<file path="src/rtl/pinirq_pkg.sv">
package pinirq_pkg;

    typedef enum logic [3:0] {
        SNS_FALL = 4'd0,
        SNS_RISE = 4'd1,
        SNS_LOW  = 4'd2,
        SNS_HIGH = 4'd3,
        SNS_BOTH = 4'd4
    } sense_e;

    typedef enum logic [2:0] {
        ADR_SENSE = 3'd0,
        ADR_PRIO  = 3'd1,
        ADR_SRC   = 3'd2,
        ADR_MSET  = 3'd3,
        ADR_MCLR  = 3'd4,
        ADR_MODE  = 3'd5
    } addr_e;

    typedef struct packed {
        logic lvl;
        logic rise;
        logic fall;
    } pin_evt_t;

    localparam int PRIO_W = 4;

    // lowest bit of pin's field when fields are packed from bit 31 down
    function automatic int field_lsb(input int pin, input int w);
        return 32 - (pin + 1) * w;
    endfunction

    // reversed single-bit position of pin in a register of width w
    function automatic int rev_bit(input int pin, input int w);
        return w - 1 - pin;
    endfunction

    function automatic logic sense_hit(input logic [3:0] code, input pin_evt_t e);
        logic h;
        case (code)
            SNS_FALL: h = e.fall;
            SNS_RISE: h = e.rise;
            SNS_LOW:  h = ~e.lvl;
            SNS_HIGH: h = e.lvl;
            SNS_BOTH: h = e.rise | e.fall;
            default:  h = 1'b0;
        endcase
        return h;
    endfunction

endpackage

</file>
<file path="src/rtl/pinirq_detect.sv">
module pinirq_detect #(
    parameter int SYNC_STAGES = 2
) (
    input  logic                 clk,
    input  logic                 rst,
    input  logic                 pin_i,
    output pinirq_pkg::pin_evt_t evt_o
);
    localparam int TOP = SYNC_STAGES - 1;

    logic [SYNC_STAGES-1:0] sync_q;
    logic                   prev_q;

    always_ff @(posedge clk) begin
        if (rst) begin
            sync_q <= '0;
            prev_q <= 1'b0;
        end else begin
            sync_q <= {sync_q[SYNC_STAGES-2:0], pin_i};
            prev_q <= sync_q[TOP];
        end
    end

    always_comb begin
        evt_o.lvl  = sync_q[TOP];
        evt_o.rise = sync_q[TOP] & ~prev_q;
        evt_o.fall = ~sync_q[TOP] & prev_q;
    end
endmodule

</file>
<file path="src/rtl/pinirq_regs.sv">
module pinirq_regs #(
    parameter int NUM_PINS = 8,
    parameter int SRC_W    = 8,
    parameter int MODE_BIT = 23
) (
    input  logic                clk,
    input  logic                rst,
    input  logic                bus_sel,
    input  logic                bus_we,
    input  logic [2:0]          bus_addr,
    input  logic [31:0]         bus_wdata,
    output logic [31:0]         bus_rdata,
    input  logic [NUM_PINS-1:0] hit_i,
    output logic [31:0]         sense_q,
    output logic [31:0]         prio_q,
    output logic [NUM_PINS-1:0] mask_q,
    output logic [NUM_PINS-1:0] pend_q,
    output logic                mode_q
);
    import pinirq_pkg::*;

    logic                wr;
    logic [NUM_PINS-1:0] wbits;
    logic [NUM_PINS-1:0] keep;

    assign wr = bus_sel & bus_we;

    for (genvar g = 0; g < NUM_PINS; g++) begin : g_map
        localparam int RB = rev_bit(g, SRC_W);
        assign wbits[g] = bus_wdata[RB];
    end

    assign keep = (wr && bus_addr == ADR_SRC) ? wbits : '1;

    always_ff @(posedge clk) begin
        if (rst) begin
            sense_q <= '0;
            prio_q  <= '0;
            mode_q  <= 1'b0;
            mask_q  <= '1;
            pend_q  <= '0;
        end else begin
            if (wr) begin
                case (bus_addr)
                    ADR_SENSE: sense_q <= bus_wdata;
                    ADR_PRIO:  prio_q  <= bus_wdata;
                    ADR_MSET:  mask_q  <= mask_q | wbits;
                    ADR_MCLR:  mask_q  <= mask_q & ~wbits;
                    ADR_MODE:  mode_q  <= bus_wdata[MODE_BIT];
                    default:   ;
                endcase
            end
            pend_q <= (pend_q & keep) | hit_i;
        end
    end

    always_comb begin
        bus_rdata = '0;
        if (bus_sel && !bus_we) begin
            case (bus_addr)
                ADR_SENSE: bus_rdata = sense_q;
                ADR_PRIO:  bus_rdata = prio_q;
                ADR_SRC: begin
                    for (int n = 0; n < NUM_PINS; n++)
                        bus_rdata[SRC_W-1-n] = pend_q[n];
                end
                ADR_MODE:  bus_rdata[MODE_BIT] = mode_q;
                default:   bus_rdata = '0;
            endcase
        end
    end
endmodule

</file>
<file path="src/rtl/pinirq_ctrl.sv">
module pinirq_ctrl #(
    parameter int NUM_PINS    = 8,
    parameter int SENSE_W     = 4,
    parameter int SRC_W       = 8,
    parameter int MODE_BIT    = 23,
    parameter int SYNC_STAGES = 2
) (
    input  logic                clk,
    input  logic                rst,
    input  logic [NUM_PINS-1:0] pin_i,
    input  logic                bus_sel,
    input  logic                bus_we,
    input  logic [2:0]          bus_addr,
    input  logic [31:0]         bus_wdata,
    output logic [31:0]         bus_rdata,
    output logic [NUM_PINS-1:0] irq_pin_o,
    output logic                irq_any_o
);
    import pinirq_pkg::*;

    logic [31:0]         sense_q;
    logic [31:0]         prio_q;
    logic [NUM_PINS-1:0] mask_q;
    logic [NUM_PINS-1:0] pend_q;
    logic                mode_q;
    logic [NUM_PINS-1:0] hit;
    logic [NUM_PINS-1:0] prio_nz;
    logic [NUM_PINS-1:0] qual;

    pinirq_regs #(
        .NUM_PINS (NUM_PINS),
        .SRC_W    (SRC_W),
        .MODE_BIT (MODE_BIT)
    ) u_regs (
        .clk       (clk),
        .rst       (rst),
        .bus_sel   (bus_sel),
        .bus_we    (bus_we),
        .bus_addr  (bus_addr),
        .bus_wdata (bus_wdata),
        .bus_rdata (bus_rdata),
        .hit_i     (hit),
        .sense_q   (sense_q),
        .prio_q    (prio_q),
        .mask_q    (mask_q),
        .pend_q    (pend_q),
        .mode_q    (mode_q)
    );

    for (genvar g = 0; g < NUM_PINS; g++) begin : g_pin
        localparam int SL = field_lsb(g, SENSE_W);
        localparam int PL = field_lsb(g, PRIO_W);
        pin_evt_t    evt;
        logic [3:0]  code;

        pinirq_detect #(.SYNC_STAGES(SYNC_STAGES)) u_det (
            .clk   (clk),
            .rst   (rst),
            .pin_i (pin_i[g]),
            .evt_o (evt)
        );

        assign code       = 4'(sense_q[SL +: SENSE_W]);
        assign hit[g]     = sense_hit(code, evt);
        assign prio_nz[g] = |prio_q[PL +: PRIO_W];
        assign qual[g]    = pend_q[g] & ~mask_q[g] & prio_nz[g];
    end

    assign irq_pin_o = mode_q ? qual : '0;
    assign irq_any_o = |qual;
endmodule

</file>
<file path="config.mk">
export PLATFORM = sky130hd
export DESIGN_NAME = pinirq_ctrl
export DESIGN_NICKNAME = d
export VERILOG_FILES = /design/src/rtl/pinirq_pkg.sv /design/src/rtl/pinirq_detect.sv /design/src/rtl/pinirq_regs.sv /design/src/rtl/pinirq_ctrl.sv
export SDC_FILE = /design/constraint.sdc
export NUM_CORES = 1
export LEC_CHECK = 0
export BUFFER_PORTS_ARGS = -buffer_cell sky130_fd_sc_hd__buf_2
export CORE_ASPECT_RATIO = 0.75
export CORE_MARGIN = 2
export CORE_UTILIZATION = 35
export CTS_CLUSTER_DIAMETER = 60
export CTS_CLUSTER_SIZE = 24
export DETAILED_ROUTE_END_ITERATION = 10
export GPL_ROUTABILITY_DRIVEN = 1
export PLACE_DENSITY = 0.63
export SYNTH_ARGS = -nofsm -noshare
export SYNTH_HDL_FRONTEND = slang
export SYNTH_SLANG_ARGS = --single-unit
</file>
<file path="constraint.sdc">
create_clock -name clk -period 1.7 [get_ports clk]
set_clock_uncertainty 0.15 [all_clocks]
set_input_delay 0.17 -clock clk [delete_from_list [all_inputs] [get_ports clk]]
set_output_delay 0.17 -clock clk [all_outputs]
set_load 0.01 [all_outputs]
</file>
==> results of run 1 <==
## worst paths after layout
path	from	endpoint	slack, ns	depth (start not counted)
setup / recovery	u_regs.prio_q[20]	irq_any_o	-0.49	4
hold / removal	bus_sel	u_regs.mode_q	0.02	3
setup reg to reg	g_pin[4].u_det.sync_q[1]	u_regs.pend_q[4]	0.09	5
hold reg to reg	g_pin[6].u_det.sync_q[0]	g_pin[6].u_det.sync_q[1]	0.28	1
## where the power goes
part | internal [W] | switching (W) | total, W | leakage (nW)
clock | 0.00118 | 0.000944 | 0.00213 | 0.145
combinational | 0.000312 | 0.000365 | 0.000677 | 1.96
sequential | 0.00252 | 0.0000457 | 0.00257 | 0.864
total | 0.00402 | 0.00135 | 0.00537 | 2.97
## cells in the mapped netlist, types with 6 or more instances
| library cell | n | share of area (%) |
|---|---|---|
| inv_1 | 32 | 2.2 |
| nand3_1 | 65 | 6.1 |
| o21ai_0 | 41 | 3.8 |
| buf_6 | 10 | 2.1 |
| buf_4 | 6 | 0.84 |
| o211ai_1 | 8 | 1.1 |
| o31ai_1 | 8 | 1.1 |
| a22oi_1 | 24 | 3.4 |
| a2bb2oi_1 | 8 | 1.3 |
| o21ai_1 | 31 | 2.9 |
| a311oi_1 | 8 | 1.3 |
| nor2b_1 | 42 | 4.9 |
| or4_1 | 9 | 1.3 |
| ha_1 | 16 | 3.7 |
| buf_2 | 16 | 1.5 |
| a41o_1 | 8 | 1.5 |
| a21oi_1 | 66 | 6.2 |
| clkbuf_1 | 23 | 1.6 |
| nor2_1 | 58 | 4.1 |
| mux2i_1 | 8 | 1.5 |
| a221o_1 | 8 | 1.5 |
| dfxtp_1 | 105 | 39 |
## sequential cells by signal, indices dropped and copies added (netlist names), named ones only
name and flops:
g_pin.u_det.prev_q 8, g_pin.u_det.sync_q 16, u_regs.mode_q 1, u_regs.pend_q 8, u_regs.prio_q 32, u_regs.sense_q 32
## worst reg2reg max path, cell delays in order, from the launching register on
cell and delay, ns:
dfxtp_1 0.36, inv_1 0.08, ha_1 0.20, nor2b_1 0.12
or4_1 0.40, a41o_1 0.20
## stage by stage
step | util, % | hold slack (ns) | TNS [ns]
floorplan | - | 0.148 | 0
global placement | 42.4 | 0.228 | -0.262
detailed placement | 42.4 | 0.232 | -0.220
CTS | 48.1 | 0.00180 | -1.30
global route | 49.3 | 0.0146 | -1.38
finish | 49.3 | 0.0174 | -0.940
## per-layer routing
metal | share of wire [%] | wire (microns) | up-vias | GRT usage (%)
li1 | - | - | 2655 | -
met1 | 49 | 8030 | 2496 | 29.9
met2 | 43 | 7080 | 202 | 29.3
met3 | 6.7 | 1100 | 17 | 3.99
met4 | 0.98 | 161 | 0 | 5.37
met5 | 0 | 0 | - | 0
## cell type report
type                    count  share of cell area [%]
clock inverters             6                   0.909
clock buffers              10                    3.22
inverters                  32                    1.62
multi-input cells         448                    40.4
repair buffers            212                    21.7
flip-flops and latches    105                    28.7
well taps                 205                    3.45
## kinds of logic (layout without fill, tap and decap cells)
family | Yosys count | count (layout) | synth area share, %
mux | 9 | 9 | 1.71
fa+ha+maj | 16 | 16 | 3.75
compound gates | 215 | 215 | 25.0
simple gates | 208 | 208 | 21.8
flops | 105 | 105 | 39.3
buf+inv | 88 | 260 | 8.38
## timing repair
| action | 4_1_cts | 5_1_grt |
|---|---|---|
| gates cloned | 0 | 0 |
| hold endpoints to repair | 77 | 0 |
| pin swaps | 6 | 10 |
| hold buffers | 40 | 0 |
| resized for setup | 29 | 45 |
| setup endpoints to repair | 11 | 33 |
| setup buffers | 4 | 5 |
==> impl_metrics.csv, run 1 <==
group,metric,value,unit
outcome,status,"finished, violations left",
outcome,violations,"negative setup slack",
cts,cts_root_buffer,"clkbuf_16",
drt,initialDrtViolationCount,397,
setup_path,crit_buf_inv,1,
drt,first_pass_iters,5,
drt,vias,5370,
run,drv_cap,0,
setup_path,slowest_delay,0.58,ns
cts,cts.clk_slew.worst_paths,0.07,ns
cells_and_area,fin_area,7430,sq um
cts,clkLatencyLatePin,0.35,ns
timing,worst_pin_slew,0.626,ns
timing,setup_slack,-0.491,ns
timing,period_share,129,%
die,initial_core_util,35.4,%
yosys,ys.flop_type,"dfxtp_1",
placed_design,dpl_cell_area,6400,sq um
yosys,ys_seq_area_share,39.3,%
cells_and_area,multi_input_area,3010,sq um
setup_path,cp_slowest_cell,"or4_4",
drt,wl_per_cell,16.1,microns
timing,slew_viol_final,0,
setup_path,cp_cell_sequence,"nor4_4, o32ai_2, or4_4, buf_6",
cells_and_area,fin_nets,871,
timing,rsz0062_at_grt,"true",
setup_path,end_kind,"output port",
timing,finalHoldViolCount,0,
cts,cts_buffers,9,
yosys,synth-seq-cells,105,
pwr,ir_drop,0.420,mV
timing,setup-violations-final,4,
setup_path,worst-path-max-fanout,2,
grt,antenna_found_initial,0,
setup_path,cp.arrival,1.87,ns
die,rows,39,
setup_path,cp.required,1.38,ns
yosys,syn_area_per_cell,8.34,sq um
drt,vias_per_cell,5.28,
grt,grt_pass1_wl,26100,microns
grt,grt_util_all_layers,20.1,%
timing,relSlewSlack,58.3,%
cts,cts_htree_levels,3,
placed_design,dp_cells,959,
placed_design,place.gp.congestion,0.840,
die,die_h,111,microns
cells_and_area,seq_area,2130,sq um
cts,cts_sinks,105,
die,fp.dieArea,16300,sq um
timing,period_needed,2.19,ns
pwr,power,0.00537,W
placed_design,portBuffers,87,
drt,drc,0,
cells_and_area,area_delta_synth_final,39.0,%
cells_and_area,drive_gt1_share,30.6,%
placed_design,place_hpwl,11100,microns
yosys,syn-cell-area,5350,sq um
yosys,syn_nets,704,
timing,fmax,0.456,GHz
pwr,leakage,2.97,nW
grt,grt_overflow,0,
cts,cts_tree,"yes",
cells_and_area,nFillCells,1415,
setup_path,worstSetupStartpointType,"flop",
yosys,synth_cells,641,
cells_and_area,fin_cells,1018,
cells_and_area,n_antenna_cell,0,
die,die_w,147,microns
cts,cts.path.max_buffers,2,
setup_path,criticalPathCategory,"flop to output port",
yosys,synth_edf_count,0,
cells_and_area,final_cell_mix,"dfxtp_1 (81), buf_2 (81), buf_4 (70)",
grt,grt_max_degree,65,
die,io_pins,88,
drt,drt-total-wl,16400,microns
yosys,async_reset_ff_share,0,%
setup_path,crit_family,"simple AND/OR/NAND/NOR gates",
min_path,hp-class,"input pin to flop",
drt,antenna_left,0,
die,core-area,15100,sq um
yosys,ys_warn_count,0,
placed_design,dp_slack,-0.220,ns
yosys,yosysUniqueCellTypes,42,
grt,grt_pass1_vias,4915,
pwr,powerDensity,723,nW/um^2
No activity file was read; power rests on OpenSTA's default activity.
==> run 2, diff against run 1 <==
Clock period 1.7 ns to 2.8 ns, I/O delays scaled along.
==> run 2 against run 1 <==
The run ends with negative hold slack left. Wire length is 2.1% lower. Clock-buffer cell count increased by 1. Critical path depth unchanged. Non-clock buffer count down 102. Critical endpoint unchanged. Largest power group unchanged. Final cell count is 10% lower. Highest routed layer unchanged. Largest cell class unchanged. Register-to-register slack improved by 1.1 ns. Flip-flop and latch count unchanged. First-iteration DRC count rose by 10%. Power down 40%. Design area is 16% lower.
==> impl_metrics.csv, run 2 (same netlist as run 1, synthesis figures left out) <==
group,metric,value,unit
die,io_pins,88,
cts,post_cts_buffers,0,
cts,cts.clk_slew.worst_paths,0.07,ns
cells_and_area,fin_cells,916,
grt,antenna_found_initial,0,
setup_path,cp.arrival,1.98,ns
min_path,min_from,"pin_i[6]",
timing,slew_viol_final,0,
setup_path,cp_cell_sequence,"nor4_2, o32ai_1, or4_1, buf_2",
die,die_w,147,microns
pwr,power_frac_seq,48.2,%
grt,grt_overflow,0,
cts,cts_sinks,105,
placed_design,dp_cells,894,
cells_and_area,n_antenna_cell,0,
drt,drc,0,
timing,period_share,86.1,%
pwr,p_sw_share,24.4,%
run,drv_cap,0,
setup_path,reg2reg_from,"g_pin[6].u_det.sync_q[1]",
drt,antenna_left,0,
cts,cts_root_buffer,"clkbuf_16",
timing,rsz0062_at_grt,"false",
cells_and_area,top_regs,"u_regs.prio_q: 32 flops, u_regs.sense_q: 32 flops, g_pin.u_det.sync_q: 16 flops",
pwr,powerDensity,518,nW/um^2
setup_path,criticalPathCategory,"flop to output port",
pwr,intPower,0.00244,W
min_path,hp-class,"input pin to flop",
drt,initialDrtViolationCount,437,
drt,first_pass_iters,5,
setup_path,worst-path-max-fanout,3,
die,fp.dieArea,16300,sq um
cells_and_area,layout_commonest_cell,"dfxtp_1",
cts,clkLatencyLatePin,0.35,ns
cts,cts.path.max_buffers,2,
die,die_h,111,microns
timing,setup-violations-final,0,
grt,grt_util_all_layers,19.7,%
timing,fin_setup_tns,0,ns
timing,worst_pin_slew,0.670,ns
cts,cts_tree,"yes",
die,rows,39,
pwr,leakage,2.39,nW
cts,cts_buffers,9,
pwr,p_comb_share,9.3,%
setup_path,worstSetupStartpointType,"flop",
setup_path,slowest_delay,0.57,ns
drt,drt-total-wl,16000,microns
outcome,violations,"negative hold slack",
placed_design,portBuffers,87,
cts,cts_htree_levels,3,
timing,period_needed,2.41,ns
pwr,switchingPower,0.000790,W
grt,grt_max_degree,65,
placed_design,place.gp.congestion,0.815,
timing,fmax,0.415,GHz
setup_path,cp_slowest_cell,"or4_1",
cells_and_area,fin_nets,769,
drt,wl_per_cell,17.5,microns
pwr,pwr-share-clk,42.5,%
pwr,ir_drop,0.263,mV
cells_and_area,area_delta_synth_final,16.8,%
drt,vias_per_cell,5.52,
cells_and_area,final_cell_mix,"dfxtp_1 (105), buf_2 (86), a21oi_1 (66)",
placed_design,place_hpwl,10700,microns
timing,whs,-0.00460,ns
setup_path,critPathLaunch,"u_regs.prio_q[24]",
setup_path,cp.required,2.37,ns
die,initial_core_util,35.4,%
cells_and_area,drive_gt1_share,18.6,%
grt,grt_pass1_vias,4510,
timing,finalHoldViolCount,1,
setup_path,end_kind,"output port",
timing,relSlewSlack,55.3,%
grt,grt_pass1_wl,25300,microns
outcome,status,"finished, violations left",
drt,vias,5057,
die,core-area,15100,sq um
## run 2: cell type report
cell class | instances | area (sq um)
clock buffers | 11 | 243
clock inverters | 5 | 78.8
fillers | 1552 | 8830
inverters | 32 | 120
multi-input cells | 448 | 2810
flip-flops and latches | 105 | 2100
well taps | 205 | 256
repair buffers | 110 | 638
## run 2: power groups by stage
stage	clock network (W)	registers (W)	logic (W)
2_1_floorplan	0	0.00158	0.000196
4_1_cts	0.00139	0.00156	0.000299
3_3_place_gp	0	0.00159	0.000290
3_5_place_dp	0	0.00159	0.000291
5_1_grt	0.00146	0.00156	0.000331
6_report	0.00137	0.00156	0.000300
## run 2: per-stage QoR
stage | area, sq um | hold slack (ns) | setup WS (ns) | utilization (%) | total power [W]
after floorplan | 5350 | 0.258 | 1.11 | - | 0.00178
after global placement | 5860 | 0.266 | 0.714 | 38.9 | 0.00188
after detailed placement | 5860 | 0.271 | 0.697 | 38.9 | 0.00188
after CTS | 6240 | 0.00232 | 0.386 | 41.4 | 0.00325
after global routing | 6240 | 0.0165 | 0.322 | 41.4 | 0.00335
final | 6240 | -0.00460 | 0.390 | 41.4 | 0.00323
## run 2: metal layers
layer	up-vias	track usage [%]	routed length [microns]
met5	-	0	0
met4	0	4.72	246
met3	18	4.98	1240
met2	204	27.3	6670
met1	2384	30.0	7880
li1	2451	-	-
## run 2: timing repair
item,in CTS,in global routing
hold endpoints to repair,6,0
hold buffers,6,0
resized for setup,0,0
## run 2: worst max-delay path, delay by kind of cell, from the launching register on
family                 cells  cell delay [ns]
DFF                        1             0.33
and+or+nand+nor            2             0.96
AOI/OAI and AO/OA          1             0.17
buffers and inverters      1             0.17
## run 2: path summary, 6_finish.rpt
check / to / slack, ns / cells after the start
hold reg to reg: g_pin[7].u_det.sync_q[1] / 0.29 / 1
hold / removal: g_pin[6].u_det.sync_q[0] / -0.005 / 2
setup reg to reg: u_regs.pend_q[6] / 1.20 / 5
setup / recovery: irq_any_o / 0.39 / 4
